## config.mk

```make
export PLATFORM = sky130hd
export DESIGN_NAME = quad_mode_reg
export DESIGN_NICKNAME = d
export VERILOG_FILES = /design/src/rtl/qmr_pkg.sv /design/src/rtl/qmr_mode_decode.sv /design/src/rtl/qmr_bit_select.sv /design/src/rtl/qmr_bit_store.sv /design/src/rtl/quad_mode_reg.sv
export SDC_FILE = /design/constraint.sdc
export NUM_CORES = 1
export LEC_CHECK = 0
export BUFFER_PORTS_ARGS = -buffer_cell sky130_fd_sc_hd__clkbuf_2
export CAP_MARGIN = 10
export CORE_AREA = 4 4 41 43
export CTS_BUF_LIST = sky130_fd_sc_hd__clkbuf_4
export DETAILED_ROUTE_END_ITERATION = 6
export DIE_AREA = 0 0 45 47
export PLACE_DENSITY = 0.41
export SKIP_LAST_GASP = 1
export SLEW_MARGIN = 20
export SYNTH_ARGS = -nofsm -noshare
export SYNTH_HDL_FRONTEND = slang
export SYNTH_SLANG_ARGS = --single-unit
```

## constraint.sdc

```tcl
create_clock -name clk -period 0.8 [get_ports clk]
set_input_delay 0.12 -clock clk [delete_from_list [all_inputs] [get_ports clk]]
set_output_delay 0.12 -clock clk [all_outputs]
set_load 0.01 [all_outputs]
```

## src/rtl/qmr_pkg.sv

```systemverilog
package qmr_pkg;

   // Operation codes carried on the mode select input.
   typedef enum logic [1:0] {
      QMR_KEEP = 2'b00,
      QMR_FLIP = 2'b01,
      QMR_ZERO = 2'b10,
      QMR_TAKE = 2'b11
   } qmr_mode_e;

   localparam int QMR_MODE_BITS = 2;
   localparam int QMR_NUM_MODES = 1 << QMR_MODE_BITS;

   // Selector build variants.
   localparam int QMR_MUX_CASE  = 0;
   localparam int QMR_MUX_ANDOR = 1;

endpackage

```

## src/rtl/qmr_mode_decode.sv

```systemverilog
module qmr_mode_decode
   import qmr_pkg::*;
(
   input  logic [QMR_MODE_BITS-1:0] mode_sel,
   output logic [QMR_NUM_MODES-1:0] mode_hot
);

   for (genvar k = 0; k < QMR_NUM_MODES; k++) begin : g_hot
      assign mode_hot[k] = (mode_sel == QMR_MODE_BITS'(k));
   end

   // Exactly one operation is selected for every select value.
   always_comb begin
      a_r2_one_mode: assert ($countones(mode_hot) == 1)
         else $error("mode decode is not one-hot");
   end

endmodule

```

## src/rtl/qmr_bit_select.sv

```systemverilog
module qmr_bit_select
   import qmr_pkg::*;
#(
   parameter int MUX_IMPL = QMR_MUX_CASE
) (
   input  logic [QMR_MODE_BITS-1:0] mode_sel,
   input  logic                     cur_bit,
   input  logic                     new_bit,
   output logic                     next_bit
);

   if (MUX_IMPL == QMR_MUX_CASE) begin : g_case
      always_comb begin
         unique case (mode_sel)
            QMR_KEEP: next_bit = cur_bit;
            QMR_FLIP: next_bit = ~cur_bit;
            QMR_ZERO: next_bit = 1'b0;
            QMR_TAKE: next_bit = new_bit;
            default:  next_bit = cur_bit;
         endcase
      end
   end else if (MUX_IMPL == QMR_MUX_ANDOR) begin : g_andor
      logic [QMR_NUM_MODES-1:0] hot;

      qmr_mode_decode u_dec (
         .mode_sel (mode_sel),
         .mode_hot (hot)
      );

      // The clear term contributes nothing, so its line is left out of the OR.
      assign next_bit = (hot[QMR_KEEP] &  cur_bit)
                      | (hot[QMR_FLIP] & ~cur_bit)
                      | (hot[QMR_TAKE] &  new_bit);
   end else begin : g_bad_impl
      $error("qmr_bit_select: MUX_IMPL must be 0 or 1");
   end

endmodule

```

## src/rtl/qmr_bit_store.sv

```systemverilog
module qmr_bit_store (
   input  logic clk,
   input  logic rst_n,
   input  logic d,
   output logic q
);

   always_ff @(posedge clk or negedge rst_n) begin
      if (!rst_n) q <= 1'b0;
      else        q <= d;
   end

   // Held at zero through every edge that sees reset low.
   always_ff @(posedge clk) begin
      if (!rst_n) begin
         a_r1_reset_zero: assert (q == 1'b0)
            else $error("bit store not cleared under reset");
      end
   end

endmodule

```

## src/rtl/quad_mode_reg.sv

```systemverilog
module quad_mode_reg
   import qmr_pkg::*;
#(
   parameter int WIDTH    = 4,
   parameter int MUX_IMPL = QMR_MUX_CASE
) (
   input  logic                     clk,
   input  logic                     rst_n,
   input  logic [QMR_MODE_BITS-1:0] mode_sel,
   input  logic [WIDTH-1:0]         par_in,
   output logic [WIDTH-1:0]         reg_out
);

   localparam int MSB = WIDTH - 1;

   if (WIDTH < 1) begin : g_bad_width
      $error("quad_mode_reg: WIDTH must be at least 1");
   end
   if (MUX_IMPL != QMR_MUX_CASE && MUX_IMPL != QMR_MUX_ANDOR) begin : g_bad_mux
      $error("quad_mode_reg: unknown MUX_IMPL");
   end

   logic [MSB:0] next_word;

   for (genvar i = 0; i < WIDTH; i++) begin : g_bit
      qmr_bit_select #(.MUX_IMPL(MUX_IMPL)) u_sel (
         .mode_sel (mode_sel),
         .cur_bit  (reg_out[i]),
         .new_bit  (par_in[i]),
         .next_bit (next_word[i])
      );

      qmr_bit_store u_ff (
         .clk   (clk),
         .rst_n (rst_n),
         .d     (next_word[i]),
         .q     (reg_out[i])
      );
   end

   // Behaviour of each operation, seen at the ports.
   a_r2_keep: assert property (@(posedge clk) disable iff (!rst_n)
      mode_sel == QMR_KEEP |=> reg_out == $past(reg_out))
      else $error("keep mode changed the contents");

   a_r3_flip: assert property (@(posedge clk) disable iff (!rst_n)
      mode_sel == QMR_FLIP |=> reg_out == ~$past(reg_out))
      else $error("flip mode did not invert");

   a_r4_zero: assert property (@(posedge clk) disable iff (!rst_n)
      mode_sel == QMR_ZERO |=> reg_out == '0)
      else $error("clear mode left bits set");

   a_r5_take: assert property (@(posedge clk) disable iff (!rst_n)
      mode_sel == QMR_TAKE |=> reg_out == $past(par_in))
      else $error("load mode did not capture data");

   a_r6_flip_twice: assert property (@(posedge clk) disable iff (!rst_n)
      (mode_sel == QMR_FLIP && $past(mode_sel) == QMR_FLIP && $past(rst_n))
      |=> reg_out == $past(reg_out, 2))
      else $error("double flip did not restore value");

endmodule

```

-- Word level (Yosys, flattened, before mapping)
Cells that the tools add are included.
Widths: inputs -> output; s select.
- eq/ne operators: 3
- mux-type cells: 4
- bitwise operators: 4
- reduce and logical (&&, ||, !) cells: 1
- operators with widths (cell ; count):
    $pmux 1 s3 ; 4
    $eq 2x2->1 const B ; 2
    $not 1->1 ; 4
    $eq 2x1->1 const B ; 1
    $logic_not 2->1 ; 1
- bits in registers: 4
- bits of input ports: 8
- output and inout bits: 4
- word-level logic and storage cells: 16

-- Logic depth before layout (Yosys ltp)
- depth in word-level cells: 2
- mapped depth: 3
- mapped depth without buffers: 2

-- Cells and area by module
A second synthesis with hierarchy kept.
- cells, all modules: 20
- area total of the unflattened synthesis: 240.2 um^2
- modules (own cells, without submodules) (module ; instances ; cells each ; area an instance (um^2) ; sequential area each (um^2)):
    qmr_bit_select ; 4 ; 4 ; 35.0 ; 0.0
    qmr_bit_store ; 4 ; 1 ; 25.0 ; 25.0

-- Worst setup path before layout
Ideal clock, no wire load.
- path type: register to register
- start: reg g_bit[0].u_ff.q
- end: reg g_bit[0].u_ff.q
- setup time: 121 ps
- arrival time: 550 ps
- required time: 679 ps
- path slack: 129 ps
- cell stages (with the launch flop): 3
- buffers on the path: 0
- clock period less this slack: 671 ps
- cell sequence: dfrtp_1 > xnor2_1 > o21ai_1
- word-level cells in the longest chain between the ends: 2
- ends and longest elaborated chain (what ; RTL line ; text):
    start: declaration ; qmr_bit_store.sv:5 ; output logic q
    start signal: assignment ; qmr_bit_store.sv:9 ; if (!rst_n) q <= 1'b0;
    start signal: assignment ; qmr_bit_store.sv:10 ; else q <= d;
    $not 1->1 ; qmr_bit_select.sv:16 ; QMR_FLIP: next_bit = ~cur_bit;
    $pmux 1 s3 ; qmr_bit_select.sv:14 ; unique case (mode_sel)
Every way passes these cells.
A chain may end at the register's enable or synchronous reset.

-- Final worst setup path
- start: reg g_bit[2].u_ff.q
- end: out reg_out[2]
- RTL lines (what ; RTL line ; text):
    start: declaration ; qmr_bit_store.sv:5 ;
    start signal: assignment ; qmr_bit_store.sv:9 ;
    start signal: assignment ; qmr_bit_store.sv:10 ;
    end: declaration ; quad_mode_reg.sv:11 ; output logic [WIDTH-1:0] reg_out
No word-level cell between the ends.

==> results.sh <==
export IMPL_path_cells="clkbuf_2"
export IMPL_rsz0062_at_grt="true"
export IMPL_p_int_w=0.0005082
export IMPL_syn_nets=29
export IMPL_slew_violations=0
export IMPL_gp_congestion=0.6643
export IMPL_dpl_cell_count=42
export IMPL_grt_pass1_vias=209
export IMPL_pre_cts_ws_ns=0.09059
export IMPL_maxCapViolations=0
export IMPL_drive_above_1_share_pct=60.00
export IMPL_ys_seq_elements=4
export IMPL_fin_crit_sh_pct=106.6
export IMPL_track_usage_pct=6.255
export IMPL_core_area_mm2=0.001301
export IMPL_ioPinCount=12
export IMPL_fin_util_pct=25.67
export IMPL_instances_no_fill=50
export IMPL_largest_reg_flops=4
export IMPL_power_frac_clock_pct=36.5
export IMPL_vias_per_cell=3.560
export IMPL_hold_viol_final=0
export IMPL_ys_types=6
export IMPL_powerDensity_mw_per_mm2=2044
export IMPL_grt_pass1_wl_um=841
export IMPL_drt_total_wl_um=494
export IMPL_crit_required_ns=0.68
export IMPL_rows=13
export IMPL_max_flop_register="g_bit.u_ff.q"
export IMPL_syn_cell_area_um2=216.5
export IMPL_ir_worst_vdd_mv=0.5876
export IMPL_syn_area_per_cell_um2=10.31
export IMPL_cp_top_family="flip-flops"
export IMPL_antenna_found_initial=0
export IMPL_combPwrFrac_pct=28.1
export IMPL_drtIter0Drc=0
export IMPL_hold_path_class="input port to flip-flop"
export IMPL_vias=178
export IMPL_layout_min_cycle_time_ns=0.8525
export IMPL_yosysWarnings=0
export IMPL_path_class="flip-flop to output pin"
export IMPL_clk_pin_slew_ns=0.04
export IMPL_die_x_um=45
export IMPL_swShare_pct=25.58
export IMPL_cts_tree="done"
export IMPL_grt_max_degree=9
export IMPL_port_buffers=11
export IMPL_violations="negative setup slack"
export IMPL_start_kind="flip-flop"
export IMPL_num_nets_final=45
export IMPL_grt_ovfl_total=0
export IMPL_critical_path_arrival_ns=0.73
export IMPL_worst_pin_slew_ns=0.2795
export IMPL_path_max_fanout=2
export IMPL_finalWorstSetupSlack_ns=-0.05253
export IMPL_n_antenna_cell=0
export IMPL_clk_latency_ns=0.23
export IMPL_status="finished with violations"
export IMPL_netlist_instances=21
export IMPL_ant_nets=0
export IMPL_wl_per_cell_um=9.880
export IMPL_max_stage_delay_ns=0.37
export IMPL_ys_seq_area_share_pct=46.24
export IMPL_cts_root_buf="clkbuf_4"
export IMPL_max_slew_margin_pct=81.37
export IMPL_clockBufferDepth=2
export IMPL_dieArea_mm2=0.002115
export IMPL_setup_viol=8
export IMPL_initial_core_util_pct=16.63
export IMPL_slowest_stage="dfrtp_1"
export IMPL_p_leak_nw=0.1680
export IMPL_clock_sinks=4
export IMPL_ctsHtreeMaxLevel=1
export IMPL_cp_end_kind="output pin"
export IMPL_largestRegisters="g_bit.u_ff.q x4"
export IMPL_syn2layout_area_growth_pct=54.33
export IMPL_sequentialPowerShare_pct=35.5
export IMPL_clock_skew_final_ns=0
export IMPL_max_freq_mhz=1173
export IMPL_p_sw_w=0.0001747
export IMPL_drc=0
export IMPL_die_h_um=47
export IMPL_cts_buffers=3
export IMPL_path_buf_inv=1
export IMPL_drtPass1Iterations=1
[path summary, 6_finish.rpt]
kind	from	to	slack (ns)	cells after the start
worst max-delay path	g_bit[2].u_ff.q	reg_out[2]	-0.05	1
worst min-delay path	par_in[1]	g_bit[1].u_ff.q	0.12	3
worst max register to register	g_bit[2].u_ff.q	g_bit[2].u_ff.q	-0.02	3
worst min register to register	g_bit[1].u_ff.q	g_bit[1].u_ff.q	0.63	3
max in group asynchronous	rst_n	g_bit[0].u_ff.q	0.44	2
min in group asynchronous	rst_n	g_bit[3].u_ff.q	0.23	2
[power by group through the flow]
| stage | combinational, W | clock (W) | sequential (W) |
|---|---|---|---|
| finish | 0.000192 | 0.000249 | 0.000242 |
| floorplan | 0.000107 | 0 | 0.000247 |
| detailed placement | 0.000122 | 0 | 0.000250 |
| global route | 0.000209 | 0.000279 | 0.000245 |
| global placement | 0.000120 | 0 | 0.000249 |
| CTS | 0.000170 | 0.000270 | 0.000242 |
[metrics by stage]
step                instance area [um^2]  hold WS [ns]  power (W)  TNS (ns)
finish                             334.1        0.1220  0.0006829   -0.2364
global route                       334.1        0.1403  0.0007333   -0.5308
CTS                                311.5        0.1129  0.0006816   -0.3334
detailed placement                 249.0      -0.06350  0.0003723         0
global placement                   249.0      -0.06945  0.0003694         0
floorplan                          216.5       -0.1756  0.0003538         0
[Yosys cell counts, drive strengths merged]
library cell	count	area, um^2
buf	5	41.29
dfrtp	4	100.1
nand3	4	20.02
o21ai	4	20.02
xnor2	4	35.03
[per-layer routing]
metal / vias to the layer above / GRT usage [%] / wire length [um] / part of all wire (%)
met4: 0 / 8.772 / 0 / 0
li1: 95 / - / - / -
met5: - / 0 / 0 / 0
met3: 0 / 3.831 / 18 / 3.6
met1: 80 / 5.034 / 195 / 39
met2: 3 / 9.040 / 281 / 57
[cells by family after synthesis]
group / count (synthesis) / share of synthesized area [%]
compound gates: 4 / 9.249
xor+xnor: 4 / 16.18
buf+inv: 5 / 19.08
flops: 4 / 46.24
simple gates: 4 / 9.249
[cells in the final DEF, fill, tap and decap left out]
cell           synthesis  layout
xnor2_2                0       3
dlygate4sd3_1          0       1
xnor2_1                4       1
dfrtp_1                4       4
buf_4                  4       4
clkbuf_4               0       3
o21ai_1                4       4
nand3_1                4       4
clkbuf_2               0      11
[final cells by class]
type                    count  area [um^2]
clock buffers               3        22.52
repair buffers             16        95.09
flip-flops and latches      4        100.1
multi-input cells          12        97.59
fillers                   154        967.2
well taps                  15        18.77
[repair_timing]
action / in CTS / in global routing
setup endpoints to repair: 4 / 8
hold endpoints to repair: 4 / 0
gates resized for setup: 0 / 3
hold buffers: 1 / 0
buffers inserted: 4 / 0
Power figures use the tool's default switching activity.
